**config.mk**
```make
export PLATFORM = sky130hd
export DESIGN_NAME = wb_snoop_ctrl
export DESIGN_NICKNAME = d
export VERILOG_FILES = /design/src/rtl/coh_pkg.sv /design/src/rtl/coh_line_store.sv /design/src/rtl/coh_snoop_resolve.sv /design/src/rtl/wb_snoop_ctrl.sv
export SDC_FILE = /design/constraint.sdc
export NUM_CORES = 1
export LEC_CHECK = 0
export ABC_AREA = 1
export BUFFER_PORTS_ARGS = -buffer_cell sky130_fd_sc_hd__clkbuf_2
export CAP_MARGIN = 20
export CORE_MARGIN = 4
export CORE_UTILIZATION = 45
export CTS_BUF_LIST = sky130_fd_sc_hd__clkbuf_16
export DETAILED_ROUTE_END_ITERATION = 7
export GPL_TIMING_DRIVEN = 0
export PLACE_DENSITY_LB_ADDON = 0.15
export SYNTH_ARGS = -nofsm -noshare
export SYNTH_HDL_FRONTEND = slang
export SYNTH_SLANG_ARGS = --single-unit
```
**constraint.sdc**
```tcl
create_clock -name clk -period 6.2 [get_ports clk]
set_input_delay 0.93 -clock clk [delete_from_list [all_inputs] [get_ports clk]]
set_output_delay 0.93 -clock clk [all_outputs]
set_load 0.1 [all_outputs]
```
**src/rtl/coh_pkg.sv**
```systemverilog
package coh_pkg;
    parameter int ADDR_W = 8;
    parameter int IDX_W  = 2;
    parameter int DATA_W = 8;

    localparam int TAG_W = ADDR_W - IDX_W;
    localparam int LINES = 1 << IDX_W;

    typedef enum logic [1:0] {
        LS_INV = 2'd0,
        LS_SHR = 2'd1,
        LS_EXC = 2'd2
    } lstate_e;

    typedef enum logic [1:0] {
        BC_NONE   = 2'd0,
        BC_RDMISS = 2'd1,
        BC_WRMISS = 2'd2,
        BC_WBACK  = 2'd3
    } bcmd_e;

    typedef enum logic [1:0] {
        FS_IDLE = 2'd0,
        FS_WB   = 2'd1,
        FS_MISS = 2'd2
    } fsm_e;

    typedef struct packed {
        lstate_e             st;
        logic [TAG_W-1:0]    tag;
        logic [DATA_W-1:0]   data;
    } line_t;

    function automatic logic [IDX_W-1:0] idx_of(input logic [ADDR_W-1:0] a);
        return a[IDX_W-1:0];
    endfunction

    function automatic logic [TAG_W-1:0] tag_of(input logic [ADDR_W-1:0] a);
        return a[ADDR_W-1:IDX_W];
    endfunction
endpackage

```
**src/rtl/coh_line_store.sv**
```systemverilog
module coh_line_store
    import coh_pkg::*;
#(
    parameter int NRD = 2
) (
    input  logic                       clk,
    input  logic                       rst,
    input  logic [NRD-1:0][IDX_W-1:0]  rd_idx,
    output line_t [NRD-1:0]            rd_line,
    input  logic                       wr_en,
    input  logic [IDX_W-1:0]           wr_idx,
    input  line_t                      wr_line
);
    line_t lines_q [LINES];

    always_ff @(posedge clk) begin
        if (rst) begin
            for (int i = 0; i < LINES; i++) lines_q[i] <= '0;
        end else if (wr_en) begin
            lines_q[wr_idx] <= wr_line;
        end
    end

    for (genvar p = 0; p < NRD; p++) begin : g_rd
        assign rd_line[p] = lines_q[rd_idx[p]];
    end

    // the cycle after reset every read port reports an empty line
    a_r1_lines_invalid: assert property (@(posedge clk) disable iff (rst)
        $past(rst) |-> (rd_line[0].st == LS_INV && rd_line[NRD-1].st == LS_INV));
endmodule

```
**src/rtl/coh_snoop_resolve.sv**
```systemverilog
module coh_snoop_resolve
    import coh_pkg::*;
(
    input  bcmd_e             req,
    input  logic [TAG_W-1:0]  req_tag,
    input  line_t             cur,
    output logic              upd,
    output logic              supply,
    output lstate_e           nst
);
    logic match;

    always_comb begin
        match  = (cur.st != LS_INV) && (cur.tag == req_tag);
        supply = match && (cur.st == LS_EXC);
        upd    = supply || (match && req == BC_WRMISS);
        nst    = (supply && req == BC_RDMISS) ? LS_SHR : LS_INV;
    end
endmodule

```
**src/rtl/wb_snoop_ctrl.sv**
```systemverilog
module wb_snoop_ctrl
    import coh_pkg::*;
(
    input  logic              clk,
    input  logic              rst,
    input  logic              cpu_req,
    input  logic              cpu_we,
    input  logic [ADDR_W-1:0] cpu_addr,
    input  logic [DATA_W-1:0] cpu_wdata,
    output logic              cpu_ack,
    output logic [DATA_W-1:0] cpu_rdata,
    input  logic              snp_valid,
    input  logic [1:0]        snp_cmd,
    input  logic [ADDR_W-1:0] snp_addr,
    output logic [1:0]        bus_cmd,
    output logic [ADDR_W-1:0] bus_addr,
    output logic [DATA_W-1:0] bus_wdata,
    output logic              mem_abort,
    input  logic [DATA_W-1:0] bus_rdata
);
    localparam int P_CPU = 0;
    localparam int P_SNP = 1;

    logic [1:0][IDX_W-1:0] rd_idx;
    line_t [1:0]           rd_line;
    line_t                 cpu_line, snp_line, wr_line;
    logic                  wr_en;
    logic [IDX_W-1:0]      wr_idx;

    logic    s_upd, s_supply;
    lstate_e s_nst;
    logic    cpu_hit;

    fsm_e              fs_q, fs_d;
    logic              pwe_q, pwe_d;
    logic [ADDR_W-1:0] padr_q, padr_d;
    logic [DATA_W-1:0] pwd_q, pwd_d;
    bcmd_e             cmd_q, cmd_d;
    logic [ADDR_W-1:0] addr_q, addr_d;
    logic [DATA_W-1:0] wdat_q, wdat_d;
    logic              abort_q, abort_d;
    logic              ack_q, ack_d;
    logic [DATA_W-1:0] rdat_q, rdat_d;
    logic [DATA_W-1:0] fill_data;

    assign rd_idx[P_CPU] = idx_of(cpu_addr);
    assign rd_idx[P_SNP] = idx_of(snp_addr);
    assign cpu_line      = rd_line[P_CPU];
    assign snp_line      = rd_line[P_SNP];
    assign cpu_hit       = (cpu_line.st != LS_INV) && (cpu_line.tag == tag_of(cpu_addr));
    assign fill_data     = pwe_q ? pwd_q : bus_rdata;

    coh_line_store #(.NRD(2)) u_store (
        .clk     (clk),
        .rst     (rst),
        .rd_idx  (rd_idx),
        .rd_line (rd_line),
        .wr_en   (wr_en),
        .wr_idx  (wr_idx),
        .wr_line (wr_line)
    );

    coh_snoop_resolve u_snoop (
        .req     (bcmd_e'(snp_cmd)),
        .req_tag (tag_of(snp_addr)),
        .cur     (snp_line),
        .upd     (s_upd),
        .supply  (s_supply),
        .nst     (s_nst)
    );

    always_comb begin
        fs_d    = fs_q;
        pwe_d   = pwe_q;
        padr_d  = padr_q;
        pwd_d   = pwd_q;
        cmd_d   = BC_NONE;
        addr_d  = addr_q;
        wdat_d  = wdat_q;
        abort_d = 1'b0;
        ack_d   = 1'b0;
        rdat_d  = rdat_q;
        wr_en   = 1'b0;
        wr_idx  = idx_of(cpu_addr);
        wr_line = cpu_line;
        unique case (fs_q)
            FS_IDLE: begin
                if (snp_valid) begin
                    if (s_upd) begin
                        wr_en      = 1'b1;
                        wr_idx     = idx_of(snp_addr);
                        wr_line    = snp_line;
                        wr_line.st = s_nst;
                    end
                    if (s_supply) begin
                        cmd_d   = BC_WBACK;
                        addr_d  = snp_addr;
                        wdat_d  = snp_line.data;
                        abort_d = 1'b1;
                    end
                end else if (cpu_req) begin
                    if (cpu_hit && !cpu_we) begin
                        ack_d  = 1'b1;
                        rdat_d = cpu_line.data;
                    end else if (cpu_hit && cpu_we && cpu_line.st == LS_EXC) begin
                        ack_d        = 1'b1;
                        rdat_d       = cpu_wdata;
                        wr_en        = 1'b1;
                        wr_line.data = cpu_wdata;
                    end else begin
                        pwe_d  = cpu_we;
                        padr_d = cpu_addr;
                        pwd_d  = cpu_wdata;
                        if (cpu_line.st == LS_EXC) begin
                            cmd_d  = BC_WBACK;
                            addr_d = {cpu_line.tag, idx_of(cpu_addr)};
                            wdat_d = cpu_line.data;
                            fs_d   = FS_WB;
                        end else begin
                            cmd_d  = cpu_we ? BC_WRMISS : BC_RDMISS;
                            addr_d = cpu_addr;
                            fs_d   = FS_MISS;
                        end
                    end
                end
            end
            FS_WB: begin
                cmd_d  = pwe_q ? BC_WRMISS : BC_RDMISS;
                addr_d = padr_q;
                fs_d   = FS_MISS;
            end
            FS_MISS: begin
                wr_en   = 1'b1;
                wr_idx  = idx_of(padr_q);
                wr_line = '{st: (pwe_q ? LS_EXC : LS_SHR), tag: tag_of(padr_q), data: fill_data};
                ack_d   = 1'b1;
                rdat_d  = fill_data;
                fs_d    = FS_IDLE;
            end
            default: fs_d = FS_IDLE;
        endcase
    end

    always_ff @(posedge clk) begin
        if (rst) begin
            fs_q    <= FS_IDLE;
            pwe_q   <= 1'b0;
            padr_q  <= '0;
            pwd_q   <= '0;
            cmd_q   <= BC_NONE;
            addr_q  <= '0;
            wdat_q  <= '0;
            abort_q <= 1'b0;
            ack_q   <= 1'b0;
            rdat_q  <= '0;
        end else begin
            fs_q    <= fs_d;
            pwe_q   <= pwe_d;
            padr_q  <= padr_d;
            pwd_q   <= pwd_d;
            cmd_q   <= cmd_d;
            addr_q  <= addr_d;
            wdat_q  <= wdat_d;
            abort_q <= abort_d;
            ack_q   <= ack_d;
            rdat_q  <= rdat_d;
        end
    end

    assign bus_cmd   = cmd_q;
    assign bus_addr  = addr_q;
    assign bus_wdata = wdat_q;
    assign mem_abort = abort_q;
    assign cpu_ack   = ack_q;
    assign cpu_rdata = rdat_q;

    // outputs are quiet right after reset
    a_r1_quiet_after_reset: assert property (@(posedge clk) disable iff (rst)
        $past(rst) |-> (bus_cmd == BC_NONE && !cpu_ack && !mem_abort));
    // an abort only accompanies a write-back
    a_r6_abort_with_wback: assert property (@(posedge clk) disable iff (rst)
        mem_abort |-> bus_cmd == BC_WBACK);
    // a replacement write-back is followed by the miss itself
    a_r8_wback_then_miss: assert property (@(posedge clk) disable iff (rst)
        (bus_cmd == BC_WBACK && !mem_abort) |=> (bus_cmd == BC_RDMISS || bus_cmd == BC_WRMISS));
    // a miss is acknowledged in the next cycle
    a_r2_miss_then_ack: assert property (@(posedge clk) disable iff (rst)
        (bus_cmd == BC_RDMISS || bus_cmd == BC_WRMISS) |=> cpu_ack);
    // completion is a single-cycle pulse
    a_r4_ack_pulse: assert property (@(posedge clk) disable iff (rst)
        cpu_ack |=> !cpu_ack);
    // a snoop taken while idle never completes a processor request in that slot
    a_r11_snoop_first: assert property (@(posedge clk) disable iff (rst)
        (snp_valid && fs_q == FS_IDLE) |=> !cpu_ack);
endmodule

```
==> qor.csv <==
metric,value,unit
R2R cell count,12,
Remaining DRCs,0,
Syn Area/Cell,7.03,µm²
flop2flop setup slack,3090,ps
Max-Cap Viols,0,
post-synth top area share,0.280,
RSZ-0062 raised after global routing,no,
fmax,264,MHz
fin nets,1089,
post-route cell area,7720,µm²
placed inst area,7410,µm²
Synthesized Nets,1016,
Hold Path Class,reg2reg,
post-synth top area cell,edfxtp_1,
Final Non-Filler Cells,1239,
Routed WL per cell,16.3,µm
Placer Congestion,0.921,
fin crit share,0.610,
Critical Path Fanout Max,16,
Slew Limit Fails,0,
Peak VDD IR,0.166,mV
Setup Buffers After CTS,0,
htree depth,3,
area taken by multi-input logic gates,3320,µm²
crit path capture,u_store.lines_q[0][9]$_SDFFCE_PN0P_,
reg2reg start,u_store.lines_q[2][14]$_SDFFCE_PN0P_,
Leakage,3.56,nW
Core ar.,14800,µm²
Total Power,1.93,mW
Switching Share,0.331,
Worst setup EP type,flip-flop,
final setup fails,0,
crit path time final,3780,ps
Fill cells,1518,
GRT Total Usage,0.234,
grt ovf,0,
"FF+latch count, synth",111,
largest family of logic cells by synthesized area,simple AND/OR/NAND/NOR gates,
number of clock sinks,111,
top-level I/O count,67,
largest net degree at the start of global routing,19,
cell area after synthesis,6870,µm²
Cells after DPL,1223,
vias,6515,
initial core utilization,0.465,
vias in the first global route,5962,
mux cell area share after synthesis,0,
input/output buffers,62,
First DRT Iteration DRCs,720,
main area contributors after synthesis,"edfxtp_1, nand2_1, dfxtp_1, nand3_1, nor2_1",
Startpoint Class,primary input,
reg2reg end,u_store.lines_q[0][9]$_SDFFCE_PN0P_,
CTS tree,built,
"Seq/Total Area, Yosys",0.417,
Synth Area in XOR/XNOR,0,
clock buffer depth,2,
final hold vios,0,
flip-flop and latch area,2860,µm²
Post-synth EDFFs,64,
total wire length,20200,µm
worst-margin pin slew,857,ps
Seq pwr share,0.437,
clk slew on worst S/H paths,70,ps
Psw,0.638,mW
number of distinct library cells after synthesis,40,
crit path launch,cpu_addr[0],
Comb power frac,0.239,
Synth-to-Final Area Change,12.5,%
Place WS,2060,ps
P_int,1.29,mW
WP data arrival,3770,ps
Synth Area in Compound Gates,0.122,
setup TNS after final layout,0,ps
simple-gate portion of the synthesized area,0.362,
DP HPWL,15300,µm
Die Height,132,µm
status,finished clean,
Synth Flop Type,edfxtp_1,
PwrDens,250,nW/µm²
post-CTS sizing,0,
async set-or-reset flop fraction in the synthesized netlist,0,
CTS root buffer,clkbuf_16,
antenna-violating nets left,0,
first-pass GRT wire length,32500,µm
synth warn,0,
Hold Buf Count CTS,0,
CP Data Required Time,6190,ps
critical path class,in2reg,
Site Rows,44,
number of inserted diodes,0,
drt first pass iters,6,
Worst-Skew Late Latency,360,ps
Worst Skew,8.85,ps
Via density,5.26,
initial antenna violation count,0,
share of cells above drive strength 1,0.147,
CTS Buf Count,9,
clock share of power,0.323,
Post-Synth Adder-Cell Area,0,
worst setup margin,2420,ps
die area,17300,µm²
max_slew headroom,0.427,
Gate Count Post-Synth,977,
die width,132,µm
registers in the layout (all words and copies together), names as in the netlist:
register,cells
u_store.lines_q,64
bus_cmd,2
cpu_rdata,8
pwd_q,8
bus_addr,8
padr_q,8
mem_abort,1
pwe_q,1
fs_q,2
cpu_ack,1
bus_wdata,8
logic make-up (layout without fill, tap and decap cells):
family | after synthesis | in the layout
AO/OA/AOI/OAI | 153 | 153
buffers and inverters | 154 | 232
AND/OR/NAND/NOR | 559 | 559
flip-flops | 111 | 111
final cells by class:
cell class              instances  area share
well taps                     184      0.0298
clock buffers                   9      0.0292
multi-input cells             712       0.430
flip-flops and latches        111       0.371
plain buffers                  51      0.0371
repair buffers                 62      0.0402
inverters                     103      0.0510
clock inverters                 7      0.0121
power groups by stage:
| stage | clock network (mW) | registers (mW) | logic, mW |
|---|---|---|---|
| after floorplan | 0 | 0.949 | 0.247 |
| after global placement | 0 | 0.860 | 0.455 |
| after detailed placement | 0 | 0.861 | 0.456 |
| after CTS | 0.636 | 0.844 | 0.458 |
| after global routing | 0.667 | 0.849 | 0.507 |
| final | 0.624 | 0.844 | 0.461 |
per-layer routing:
| layer | global-route usage | share of wire | vias to the layer above |
|---|---|---|---|
| met5 | 0 | 0 | - |
| met4 | 0.0758 | 0.021 | 0 |
| met3 | 0.0417 | 0.065 | 26 |
| met2 | 0.351 | 0.43 | 238 |
| met1 | 0.344 | 0.48 | 2919 |
| li1 | - | - | 3332 |
worst min path at each step:
stage | from | to | slack, ps | cells after the start
2_1_floorplan | pwd_q[0]$_SDFFE_PP0P_ | pwd_q[0]$_SDFFE_PP0P_ | 420 | 2
3_3_place_gp | pwd_q[1]$_SDFFE_PP0P_ | pwd_q[1]$_SDFFE_PP0P_ | 430 | 2
3_5_place_dp | pwd_q[3]$_SDFFE_PP0P_ | pwd_q[3]$_SDFFE_PP0P_ | 440 | 2
4_1_cts | pwd_q[3]$_SDFFE_PP0P_ | pwd_q[3]$_SDFFE_PP0P_ | 450 | 2
5_1_grt | pwd_q[4]$_SDFFE_PP0P_ | pwd_q[4]$_SDFFE_PP0P_ | 480 | 2
6_report | pwd_q[3]$_SDFFE_PP0P_ | pwd_q[3]$_SDFFE_PP0P_ | 450 | 2
worst max-delay path, stage by stage:
cell and delay, ps:
clkbuf_2 90, inv_2 60, clkbuf_1 350, nand2_1 100
nand3_1 90, nand2_1 110, inv_2 80, nand2_2 100
nor2_2 370, nand3_2 170, nand3_4 120, nand2_4 90
nor2_8 160, nand2_4 120, buf_8 180, nand2_1 630
placed cells by master (no fill, tap or decap), types with 8 or more instances in the layout:
cell type  Yosys  routed
nand2_1      280     280
buf_6          8       8
nor3_1        10      10
dfxtp_1       47      47
edfxtp_1      64      64
clkbuf_16      0       9
nand4_1       10      10
buf_2         10      10
inv_1         94      94
nor2_2        20      20
a21oi_1       53      53
o22ai_1       15      15
nand3_1       89      89
clkbuf_2       0      62
nor2_1       115     115
o21a_1         9       9
clkbuf_1      25      25
o21ai_0       63      63
stage by stage:
stage | hold WS, ps | utilization
after floorplan | 424 | -
after global routing | 477 | 0.524
after global placement | 435 | 0.502
after detailed placement | 436 | 0.502
final | 445 | 0.524
after CTS | 447 | 0.524
Yosys cell counts (4+ instances only):
cell and count:
nor2_2 20, o21a_1 9, nand2_1 280, buf_6 8
o22ai_1 15, clkbuf_1 25, a21oi_1 53, nand3_1 89
a22oi_1 4, nand4_1 10, nand2_2 6, or2_2 6
inv_2 6, buf_2 10, edfxtp_1 64, nor2_1 115
nand2_4 5, o21ai_0 63, inv_1 94, nand3_2 5
nand3b_1 6, buf_1 4, dfxtp_1 47, nor3_1 10
Power figures use the tool's default switching activity.
